`src/rtl/lpm_pkg.sv`:
```
package lpm_pkg;

  typedef enum logic [2:0] {
    ST_RUN         = 3'd0,
    ST_WAIT_IDLE   = 3'd1,
    ST_STOP        = 3'd2,
    ST_STANDBY     = 3'd3,
    ST_SHUTDOWN    = 3'd4,
    ST_WAKE_SETTLE = 3'd5
  } lpState_e;

  typedef enum logic [1:0] {
    KIND_STOP     = 2'd0,
    KIND_STANDBY  = 2'd1,
    KIND_SHUTDOWN = 2'd2,
    KIND_RSVD     = 2'd3
  } lpKind_e;

  // strobes from control to the clock-setting datapath
  typedef struct packed {
    logic    captureEn;  // sample saved settings at entry
    logic    applyEn;    // load wake settings
    lpKind_e fromKind;   // level being left
    logic    useHsi;     // stop exit onto the 16 MHz oscillator
  } dpCtl_t;

endpackage

```
`src/rtl/lpm_ctrl.sv`:
```
module lpm_ctrl
  import lpm_pkg::*;
#(
  parameter int OSC_CYCLES  = 4,
  parameter int LOCK_CYCLES = 16
) (
  input  logic     clk,
  input  logic     rstN,
  input  logic     lpReq,
  input  logic [1:0] lpKind,
  input  logic     wakeEvt,
  input  logic     flashBusy,
  input  logic     apbBusy,
  input  logic     wakeSelHsi,
  input  logic     lockSaved,
  output lpState_e state,
  output dpCtl_t   ctl,
  output logic     clkReady
);

  localparam int MAX_CYC = (LOCK_CYCLES > OSC_CYCLES) ? LOCK_CYCLES : OSC_CYCLES;
  localparam int CNT_W   = $clog2(MAX_CYC + 1);
  localparam logic [CNT_W-1:0] OSC_LD  = CNT_W'(OSC_CYCLES - 1);
  localparam logic [CNT_W-1:0] LOCK_LD = CNT_W'(LOCK_CYCLES - 1);

  lpState_e stateD;
  lpKind_e  kindQ, kindD;
  logic [CNT_W-1:0] cnt, cntD;
  logic inLowPower;

  assign inLowPower = (state == ST_STOP) || (state == ST_STANDBY) || (state == ST_SHUTDOWN);

  function automatic lpState_e targetOf(lpKind_e k);
    case (k)
      KIND_STANDBY:  return ST_STANDBY;
      KIND_SHUTDOWN: return ST_SHUTDOWN;
      default:       return ST_STOP;
    endcase
  endfunction

  always_comb begin
    stateD       = state;
    kindD        = kindQ;
    cntD         = cnt;
    ctl          = '0;
    ctl.fromKind = kindQ;
    case (state)
      ST_RUN: begin
        if (lpReq && (lpKind != KIND_RSVD)) begin
          stateD = ST_WAIT_IDLE;
          kindD  = lpKind_e'(lpKind);
        end
      end
      ST_WAIT_IDLE: begin
        if (wakeEvt) begin
          stateD = ST_RUN;
        end else if (!flashBusy && !apbBusy) begin
          ctl.captureEn = 1'b1;
          stateD        = targetOf(kindQ);
        end
      end
      ST_STOP, ST_STANDBY, ST_SHUTDOWN: begin
        if (wakeEvt) begin
          ctl.applyEn = 1'b1;
          ctl.useHsi  = (kindQ == KIND_STOP) && wakeSelHsi;
          stateD      = ST_WAKE_SETTLE;
          cntD        = ((kindQ == KIND_STOP) && !wakeSelHsi && lockSaved) ? LOCK_LD : OSC_LD;
        end
      end
      ST_WAKE_SETTLE: begin
        if (cnt == '0) stateD = ST_RUN;
        else           cntD   = cnt - 1'b1;
      end
      default: stateD = ST_RUN;
    endcase
  end

  always_ff @(posedge clk) begin
    if (!rstN) begin
      state <= ST_RUN;
      kindQ <= KIND_STOP;
      cnt   <= '0;
    end else begin
      state <= stateD;
      kindQ <= kindD;
      cnt   <= cntD;
    end
  end

  assign clkReady = (state == ST_RUN) || (state == ST_WAIT_IDLE);


  enter_only_idle_chk: assert property (@(posedge clk) disable iff (!rstN)
    (inLowPower && $past(state) == ST_WAIT_IDLE) |-> $past(!flashBusy && !apbBusy));


  cancel_to_run_chk: assert property (@(posedge clk) disable iff (!rstN)
    (state == ST_WAIT_IDLE && wakeEvt) |=> (state == ST_RUN));


  lp_hold_chk: assert property (@(posedge clk) disable iff (!rstN)
    (inLowPower && !wakeEvt) |=> $stable(state));


  settle_hold_chk: assert property (@(posedge clk) disable iff (!rstN)
    (state == ST_WAKE_SETTLE && cnt != '0) |=> (state == ST_WAKE_SETTLE));


  rsvd_ignore_chk: assert property (@(posedge clk) disable iff (!rstN)
    (state == ST_RUN && lpReq && lpKind == 2'd3) |=> (state == ST_RUN));

endmodule

```
`src/rtl/lpm_clkpath.sv`:
```
module lpm_clkpath
  import lpm_pkg::*;
#(
  parameter int RANGE_W      = 4,
  parameter int TRIM_W       = 8,
  parameter int RANGE_4MHZ   = 6,
  parameter int TRIM_DEFAULT = 16
) (
  input  logic               clk,
  input  logic               rstN,
  input  dpCtl_t             ctl,
  input  logic [RANGE_W-1:0] savedRange,
  input  logic [TRIM_W-1:0]  savedTrim,
  input  logic               pllMode,
  output logic               clkSrcHsi,
  output logic [RANGE_W-1:0] msoRange,
  output logic [TRIM_W-1:0]  msoTrim,
  output logic               presClr,
  output logic               lockSaved
);

  localparam logic [RANGE_W-1:0] RANGE_RST = RANGE_W'(RANGE_4MHZ);
  localparam logic [TRIM_W-1:0]  TRIM_RST  = TRIM_W'(TRIM_DEFAULT);

  logic [RANGE_W-1:0] capRange;
  logic [TRIM_W-1:0]  capTrim;

  // settings held across the low-power interval
  always_ff @(posedge clk) begin
    if (!rstN) begin
      capRange  <= RANGE_RST;
      capTrim   <= TRIM_RST;
      lockSaved <= 1'b0;
    end else if (ctl.captureEn) begin
      capRange  <= savedRange;
      capTrim   <= savedTrim;
      lockSaved <= pllMode;
    end
  end

  // wake-time clock selection
  always_ff @(posedge clk) begin
    if (!rstN) begin
      clkSrcHsi <= 1'b0;
      msoRange  <= RANGE_RST;
      msoTrim   <= TRIM_RST;
      presClr   <= 1'b0;
    end else begin
      presClr <= ctl.applyEn && ctl.useHsi;
      if (ctl.applyEn) begin
        case (ctl.fromKind)
          KIND_STOP: begin
            clkSrcHsi <= ctl.useHsi;
            msoRange  <= capRange;
            msoTrim   <= capTrim;
          end
          KIND_STANDBY: begin
            clkSrcHsi <= 1'b0;
            msoRange  <= RANGE_RST;
            msoTrim   <= capTrim;
          end
          default: begin
            clkSrcHsi <= 1'b0;
            msoRange  <= RANGE_RST;
            msoTrim   <= TRIM_RST;
          end
        endcase
      end
    end
  end


  shutdown_default_chk: assert property (@(posedge clk) disable iff (!rstN)
    (ctl.applyEn && ctl.fromKind == KIND_SHUTDOWN) |=>
      (msoTrim == TRIM_RST && msoRange == RANGE_RST && !clkSrcHsi));


  presclr_src_chk: assert property (@(posedge clk) disable iff (!rstN)
    presClr |-> clkSrcHsi);


  presclr_single_chk: assert property (@(posedge clk) disable iff (!rstN)
    presClr |=> !presClr);


  hold_no_apply_chk: assert property (@(posedge clk) disable iff (!rstN)
    !ctl.applyEn |=> ($stable(clkSrcHsi) && $stable(msoRange) && $stable(msoTrim)));

endmodule

```
`src/rtl/lpm_seq.sv`:
```
module lpm_seq
  import lpm_pkg::*;
#(
  parameter int RANGE_W      = 4,
  parameter int TRIM_W       = 8,
  parameter int RANGE_4MHZ   = 6,
  parameter int TRIM_DEFAULT = 16,
  parameter int OSC_CYCLES   = 4,
  parameter int LOCK_CYCLES  = 16
) (
  input  logic               clk,
  input  logic               rstN,
  input  logic               lpReq,
  input  logic [1:0]         lpKind,
  input  logic               wakeEvt,
  input  logic               flashBusy,
  input  logic               apbBusy,
  input  logic               wakeSelHsi,
  input  logic [RANGE_W-1:0] savedRange,
  input  logic [TRIM_W-1:0]  savedTrim,
  input  logic               pllMode,
  output logic [2:0]         lpState,
  output logic               clkSrcHsi,
  output logic [RANGE_W-1:0] msoRange,
  output logic [TRIM_W-1:0]  msoTrim,
  output logic               presClr,
  output logic               clkReady
);

  lpState_e state;
  dpCtl_t   ctl;
  logic     lockSaved;

  lpm_ctrl #(
    .OSC_CYCLES (OSC_CYCLES),
    .LOCK_CYCLES(LOCK_CYCLES)
  ) uCtrl (
    .clk       (clk),
    .rstN      (rstN),
    .lpReq     (lpReq),
    .lpKind    (lpKind),
    .wakeEvt   (wakeEvt),
    .flashBusy (flashBusy),
    .apbBusy   (apbBusy),
    .wakeSelHsi(wakeSelHsi),
    .lockSaved (lockSaved),
    .state     (state),
    .ctl       (ctl),
    .clkReady  (clkReady)
  );

  lpm_clkpath #(
    .RANGE_W     (RANGE_W),
    .TRIM_W      (TRIM_W),
    .RANGE_4MHZ  (RANGE_4MHZ),
    .TRIM_DEFAULT(TRIM_DEFAULT)
  ) uPath (
    .clk       (clk),
    .rstN      (rstN),
    .ctl       (ctl),
    .savedRange(savedRange),
    .savedTrim (savedTrim),
    .pllMode   (pllMode),
    .clkSrcHsi (clkSrcHsi),
    .msoRange  (msoRange),
    .msoTrim   (msoTrim),
    .presClr   (presClr),
    .lockSaved (lockSaved)
  );

  assign lpState = state;

endmodule

```
`config.mk`:
```
export PLATFORM = sky130hd
export DESIGN_NAME = lpm_seq
export DESIGN_NICKNAME = d
export VERILOG_FILES = /design/src/rtl/lpm_pkg.sv /design/src/rtl/lpm_ctrl.sv /design/src/rtl/lpm_clkpath.sv /design/src/rtl/lpm_seq.sv
export SDC_FILE = /design/constraint.sdc
export NUM_CORES = 1
export LEC_CHECK = 0
export BUFFER_PORTS_ARGS = -buffer_cell sky130_fd_sc_hd__buf_4
export CAP_MARGIN = 20
export CORE_MARGIN = 3
export CORE_UTILIZATION = 40
export CTS_CLUSTER_DIAMETER = 30
export CTS_CLUSTER_SIZE = 20
export DETAILED_ROUTE_END_ITERATION = 16
export GPL_TIMING_DRIVEN = 0
export HOLD_SLACK_MARGIN = 0.12
export MAX_ROUTING_LAYER = met4
export PLACE_DENSITY = 0.65
export SLEW_MARGIN = 20
export SYNTH_ARGS = -nofsm -noshare
export SYNTH_HDL_FRONTEND = slang
export SYNTH_SLANG_ARGS = --single-unit
```
`constraint.sdc`:
```
create_clock -name clk -period 1.86 [get_ports clk]
set_clock_uncertainty 0.15 [all_clocks]
set_input_delay 0.372 -clock clk [delete_from_list [all_inputs] [get_ports clk]]
set_output_delay 0.372 -clock clk [all_outputs]
set_load 0.05 [all_outputs]
```
* Word-level counts from Yosys, hierarchy flattened
Cells that the tools add are included.
** Storage, ports and cells
- Register bits after elaboration :: 37
- Input port bits :: 22
- Output and inout port bits :: 18
- Word-level logic and storage cells :: 64
** Cells by class
- Add/sub/neg operators :: 1
- Equal/unequal tests :: 13
- Multiplexer cells :: 21
- Reduce and logical (&&, ||, !) cells :: 19
** Operator list (number)
- $mux W3 :: 5
- $pmux W3 S4 :: 1
- $mux W5 :: 2
- $pmux W5 S2 :: 1
- $mux W1 :: 8
- $mux W4 :: 2
- $mux W8 :: 1
- $eq A3 B2 Y1 const B :: 2
- $eq A3 B3 Y1 const B :: 2
- $logic_and A1 B1 Y1 :: 6
- $ne A2 B2 Y1 const B :: 3
- $pmux W3 S2 :: 1
- $logic_not A5 Y1 :: 1
- $sub A5 B1 Y5 const B :: 1
- $ne A2 B1 Y1 const B :: 2
- $reduce_and A4 Y1 :: 1
- $eq A3 B1 Y1 const B :: 1
- $logic_not A1 Y1 :: 3
- $logic_not A3 Y1 :: 1
- $ne A3 B2 Y1 const B :: 1
- $reduce_and A3 Y1 :: 1
- $reduce_or A3 Y1 :: 1
- $eq A2 B1 Y1 const B :: 1
- $eq A2 B2 Y1 const B :: 1
- 5 further kinds :: 5

* Longest topological paths before layout
- Depth after elaboration :: 6
- Mapped depth :: 7
- Mapped depth without buffers :: 6

* By module
Synthesis repeated with hierarchy kept, for this count alone.
** Unflattened totals
- Cells, all modules :: 176
- Area total of the unflattened synthesis :: 1757.9 um^2
** Modules (own cells, without submodules)
- lpm_clkpath :: times used 1, cells each 100, area an instance 1111.1 um^2, seq. area each 540.5 um^2
- lpm_ctrl :: times used 1, cells each 76, area an instance 646.9 um^2, seq. area each 200.2 um^2

* Worst setup path after synthesis
No wires, ideal clock.
- Path kind :: register -> register
- Start point :: register uCtrl.state[2]
- End point :: register uPath.capTrim[5]
- Library setup time :: 0.076 ns
- Arrival :: 2.196 ns
- Data required time :: 1.634 ns
- Path slack :: -0.562 ns
- Cell stages (with the launch flop) :: 8
- Buffers on the path :: 3
- Clock period less this slack :: 2.422 ns
- Path through :: dfxtp_1 > buf_6 > nor2_1 > and3_1 > buf_2 > buf_4 > nand2_1 > a21boi_0
** On the way
- Word-level cells in the longest chain between the ends :: 2
** RTL lines
- start, declared :: RTL line lpm_ctrl.sv:16 : output lpState_e state,
- start signal, assigned :: RTL line lpm_ctrl.sv:84 : state <= stateD;
- $eq A3 B1 Y1 :: RTL line lpm_ctrl.sv:47 : case (state)
- $mux W1 :: RTL line lpm_ctrl.sv:47
- end signal, assigned :: RTL line lpm_clkpath.sv:36 : capTrim <= savedTrim;
- end, declared :: RTL line lpm_clkpath.sv:26 : logic [TRIM_W-1:0] capTrim;
No other way between the ends.
A chain may end at the register's enable or synchronous reset.

* Worst setup path after layout
- Start point :: register uCtrl.cnt[0]
- End point :: register uCtrl.state[0]
** On the way
- Word-level cells in the longest chain between the ends :: 3
** RTL lines
- start, declared :: RTL line lpm_ctrl.sv:28 : logic [CNT_W-1:0] cnt, cntD;
- start signal, assigned :: RTL line lpm_ctrl.sv:86 : cnt <= cntD;
- $logic_not A5 Y1 :: RTL line lpm_ctrl.sv:71 : if (cnt == '0) stateD = ST_RUN;
- $ne A2 B1 Y1 (no line)
- $reduce_and A4 Y1 (no line)
No other way between the ends.

==> results by group <==
Clock network
  • Clk buf depth: 2
  • CTS Buf Count: 5
  • Clk slew on worst S/H paths: 70 ps
  • Clock tree from TritonCTS: built
  • Root Buffer: clkbuf_8
  • H-Tree Depth: 2
  • # hold bufs at CTS: 0
  • Worst-skew pair later-pin latency: 290 ps
  • Clk sink count: 37

Logic synthesis
  • Synth async-reset ratio: 0%
  • Synth cell types: 48
  • Mapped cell area: 0.00158 mm^2
  • Number of synthesized flops with an enable pin: 0
  • #FFs+latches synth: 37
  • Yosys Warn Count: 0
  • Syn nets: 189
  • Top_reg_cell synth: dfxtp_1
  • Share of the yosys chip area belonging to registers: 46.8%
  • Syn avg cell area: 9.53 um^2
  • Synth Instances: 166

Pwr
  • Leak pwr: 0.893 nW
  • Pwr dens: 769 mW/mm^2
  • Maximum VDD drop: 0.000384 V

Route
  • Drt initial violations: 34
  • Drt pass-1 iters: 5
  • Routed wire per std cell: 15.0 um
  • DR vias/cell: 5.40
  • Vias: 1419
  • DRC: 0
  • WL final: 3950 um
  • Antenna Violating Nets Remaining: 0

GRT
  • Vias in the first global route: 1422
  • Overflow after GRT: 0
  • Initial antenna violation count: 0
  • GR Util All Layers: 18.6%
  • Largest net degree at the start of global routing: 12
  • First-pass GRT wire length: 6200 um

Worst setup path
  • Buffers & Inverters on Critical Path: 1
  • CP arrival: 1870 ps
  • Slowest stage cell, crit path: or4_4
  • Crit. End Element: flip-flop
  • Reg2reg end: uCtrl.state[0]
  • CP delay by family, top: simple AND/OR/NAND/NOR gates
  • Critical Path Start Type: flip-flop
  • Worst-path cell chain: inv_1, ha_1, nand2b_1, o31a_1, or4_4, o211a_1
  • R2R setup slack: 30 ps
  • Crit-path max cell delay: 440 ps
  • R2r startpoint: uCtrl.cnt[0]
  • Critical path class: flip-flop to flip-flop
  • CP Data Required Time: 1890 ps
  • R2R cell count: 6
  • CP max FO: 4

Outcome
  • Outcome: finished, final reports clean

STA
  • Final worst-path cycle share: 98.6%
  • Setup WS post-layout: 26.4 ps
  • Final min period: 1830 ps
  • Slew @ Worst Pin: 496 ps
  • Endpoints failing hold: 0
  • Slew margin rel.: 66.9%
  • Achievable Freq: 545 MHz
  • RSZ-0062 raised after global routing: true
  • Hold slack final: 147 ps
  • Final setup fails: 0
  • Final Max Tran Viols: 0

Layout
  • Nets: 237
  • Commonest non-fill, non-tap cell in the layout: buf_4
  • Share of cells above drive strength 1: 30.7%
  • Layout overhead on the synthesized area: 30.7%
  • Post-Route Utilization: 55.2%
  • FF+latch area: 748 um^2
  • Design area: 0.00207 mm^2
  • Fillers: 376
  • Multi-input combinational cell area: 788 um^2
  • N_diodes: 0
  • Leading cell types in the layout, fill and taps excluded: buf_4, nand2_1, dfxtp_1

Floorplanning
  • Die Span X: 68.9 um
  • Die area: 0.00475 mm^2
  • Rows: 22
  • I/O pins: 40
  • Starting density of the core: 42.3%
  • CORE AREA: 0.00374 mm^2
  • Die Ht: 68.9 um

Placed design
  • Routability cong.: 0.747
  • Pre-CTS setup slack: -11.9 ps
  • Placed wire-length estimate: 2840 um
  • I/O Buffers: 37
  • Placed inst area: 0.00193 mm^2

Worst hold path
  • Worst Hold Class: input pin to flip-flop
  • Hold EP: uPath.capRange[1]
  • Min-delay src: savedRange[1]
  • WHS Path Cells: 3

Flow run
  • Total of max-cap violations: 0
[where the power goes]
| group | total [mW] | internal [mW] | switching [mW] |
|---|---|---|---|
| Clock | 0.532 | 0.259 | 0.273 |
| Combinational | 0.226 | 0.106 | 0.120 |
| Sequential | 0.833 | 0.811 | 0.0215 |
| Total | 1.59 | 1.18 | 0.414 |
[flip-flops by register name (all words and copies together), names as in the netlist, 2 cells and up]
register / cells
uCtrl.cnt: 5
uCtrl.state: 3
uPath.msoRange: 4
uPath.msoTrim: 8
uPath.capTrim: 8
uPath.capRange: 4
uCtrl.kindQ: 2
[worst reg2reg max path: cells and delay by family (launching register included)]
family                   cells  cell delay, ps
AND/OR/NAND/NOR              2             540
AO/OA/AOI/OAI                2             510
flip-flops                   1             330
adder cells (fa/ha/maj)      1             150
buffers and inverters        1              50
[layer usage]
layer / track usage (%) / routed length [um] / vias up
met5: - / 0 / -
met4: 9.25 / 53 / 0
met3: 4.05 / 206 / 5
met2: 31.1 / 2000 / 38
met1: 20.8 / 1680 / 687
li1: - / - / 689
[through the flow]
step	power (mW)	instances	setup TNS [ps]
after floorplan	0.987	166	0
after global placement	1.06	251	0
after detailed placement	1.07	251	-11.9
after CTS	1.61	261	-5.28
after global routing	1.66	263	-53.4
final	1.59	263	0
[cell usage after synthesis (3+ instances only)]
library cell / n / area [um^2]
nand2b_1: 3 / 18.8
and3_1: 3 / 18.8
a22o_1: 9 / 78.8
nor4b_1: 3 / 26.3
inv_1: 5 / 18.8
a21boi_0: 7 / 52.6
nand3_1: 3 / 15.0
o211a_1: 3 / 30.0
nand2_1: 35 / 131
clkbuf_1: 4 / 15.0
dfxtp_1: 37 / 741
mux2i_1: 3 / 30.0
a21boi_1: 4 / 30.0
nor2b_1: 4 / 25.0
[how the worst max path moves through the flow]
stage | from | cells after the start | slack (ps) | to
floorplan | uCtrl.state[2] | 5 | 8 | uCtrl.state[0]
global placement | uCtrl.cnt[0] | 6 | 20 | uCtrl.state[0]
detailed placement | uCtrl.cnt[0] | 6 | -10 | uCtrl.state[0]
CTS | uCtrl.cnt[0] | 6 | -5 | uCtrl.state[0]
global route | uCtrl.cnt[0] | 6 | -20 | uCtrl.state[0]
finish | uCtrl.cnt[0] | 6 | 30 | uCtrl.state[0]
[cell families (layout without fill, tap and decap cells)]
| kind of cell | Yosys count | after routing | synth area share [%] |
|---|---|---|---|
| buffers and inverters | 15 | 64 | 5.14 |
| adder cells (fa/ha/maj) | 2 | 2 | 1.42 |
| AO/OA/AOI/OAI | 43 | 43 | 22.1 |
| multiplexers | 3 | 3 | 1.90 |
| AND/OR/NAND/NOR | 66 | 66 | 22.6 |
| flip-flops | 37 | 37 | 46.8 |
[layout make-up]
| cell class | count | share of cell area (%) |
|---|---|---|
| multi-input combinational | 114 | 38.1 |
| sequential | 37 | 36.2 |
| timing repair buffer | 41 | 14.9 |
| clock buffer | 6 | 3.51 |
| buffer | 10 | 3.02 |
| tap | 48 | 2.90 |
| inverter | 5 | 0.907 |
| clock inverter | 2 | 0.484 |
[timing repair]
action | CTS | global route
setup buffers | 2 | 2
pin swaps | 1 | 1
endpoints found under the setup margin | 1 | 14
gates resized for setup | 1 | 4
No activity file was read; power rests on OpenSTA's default activity.
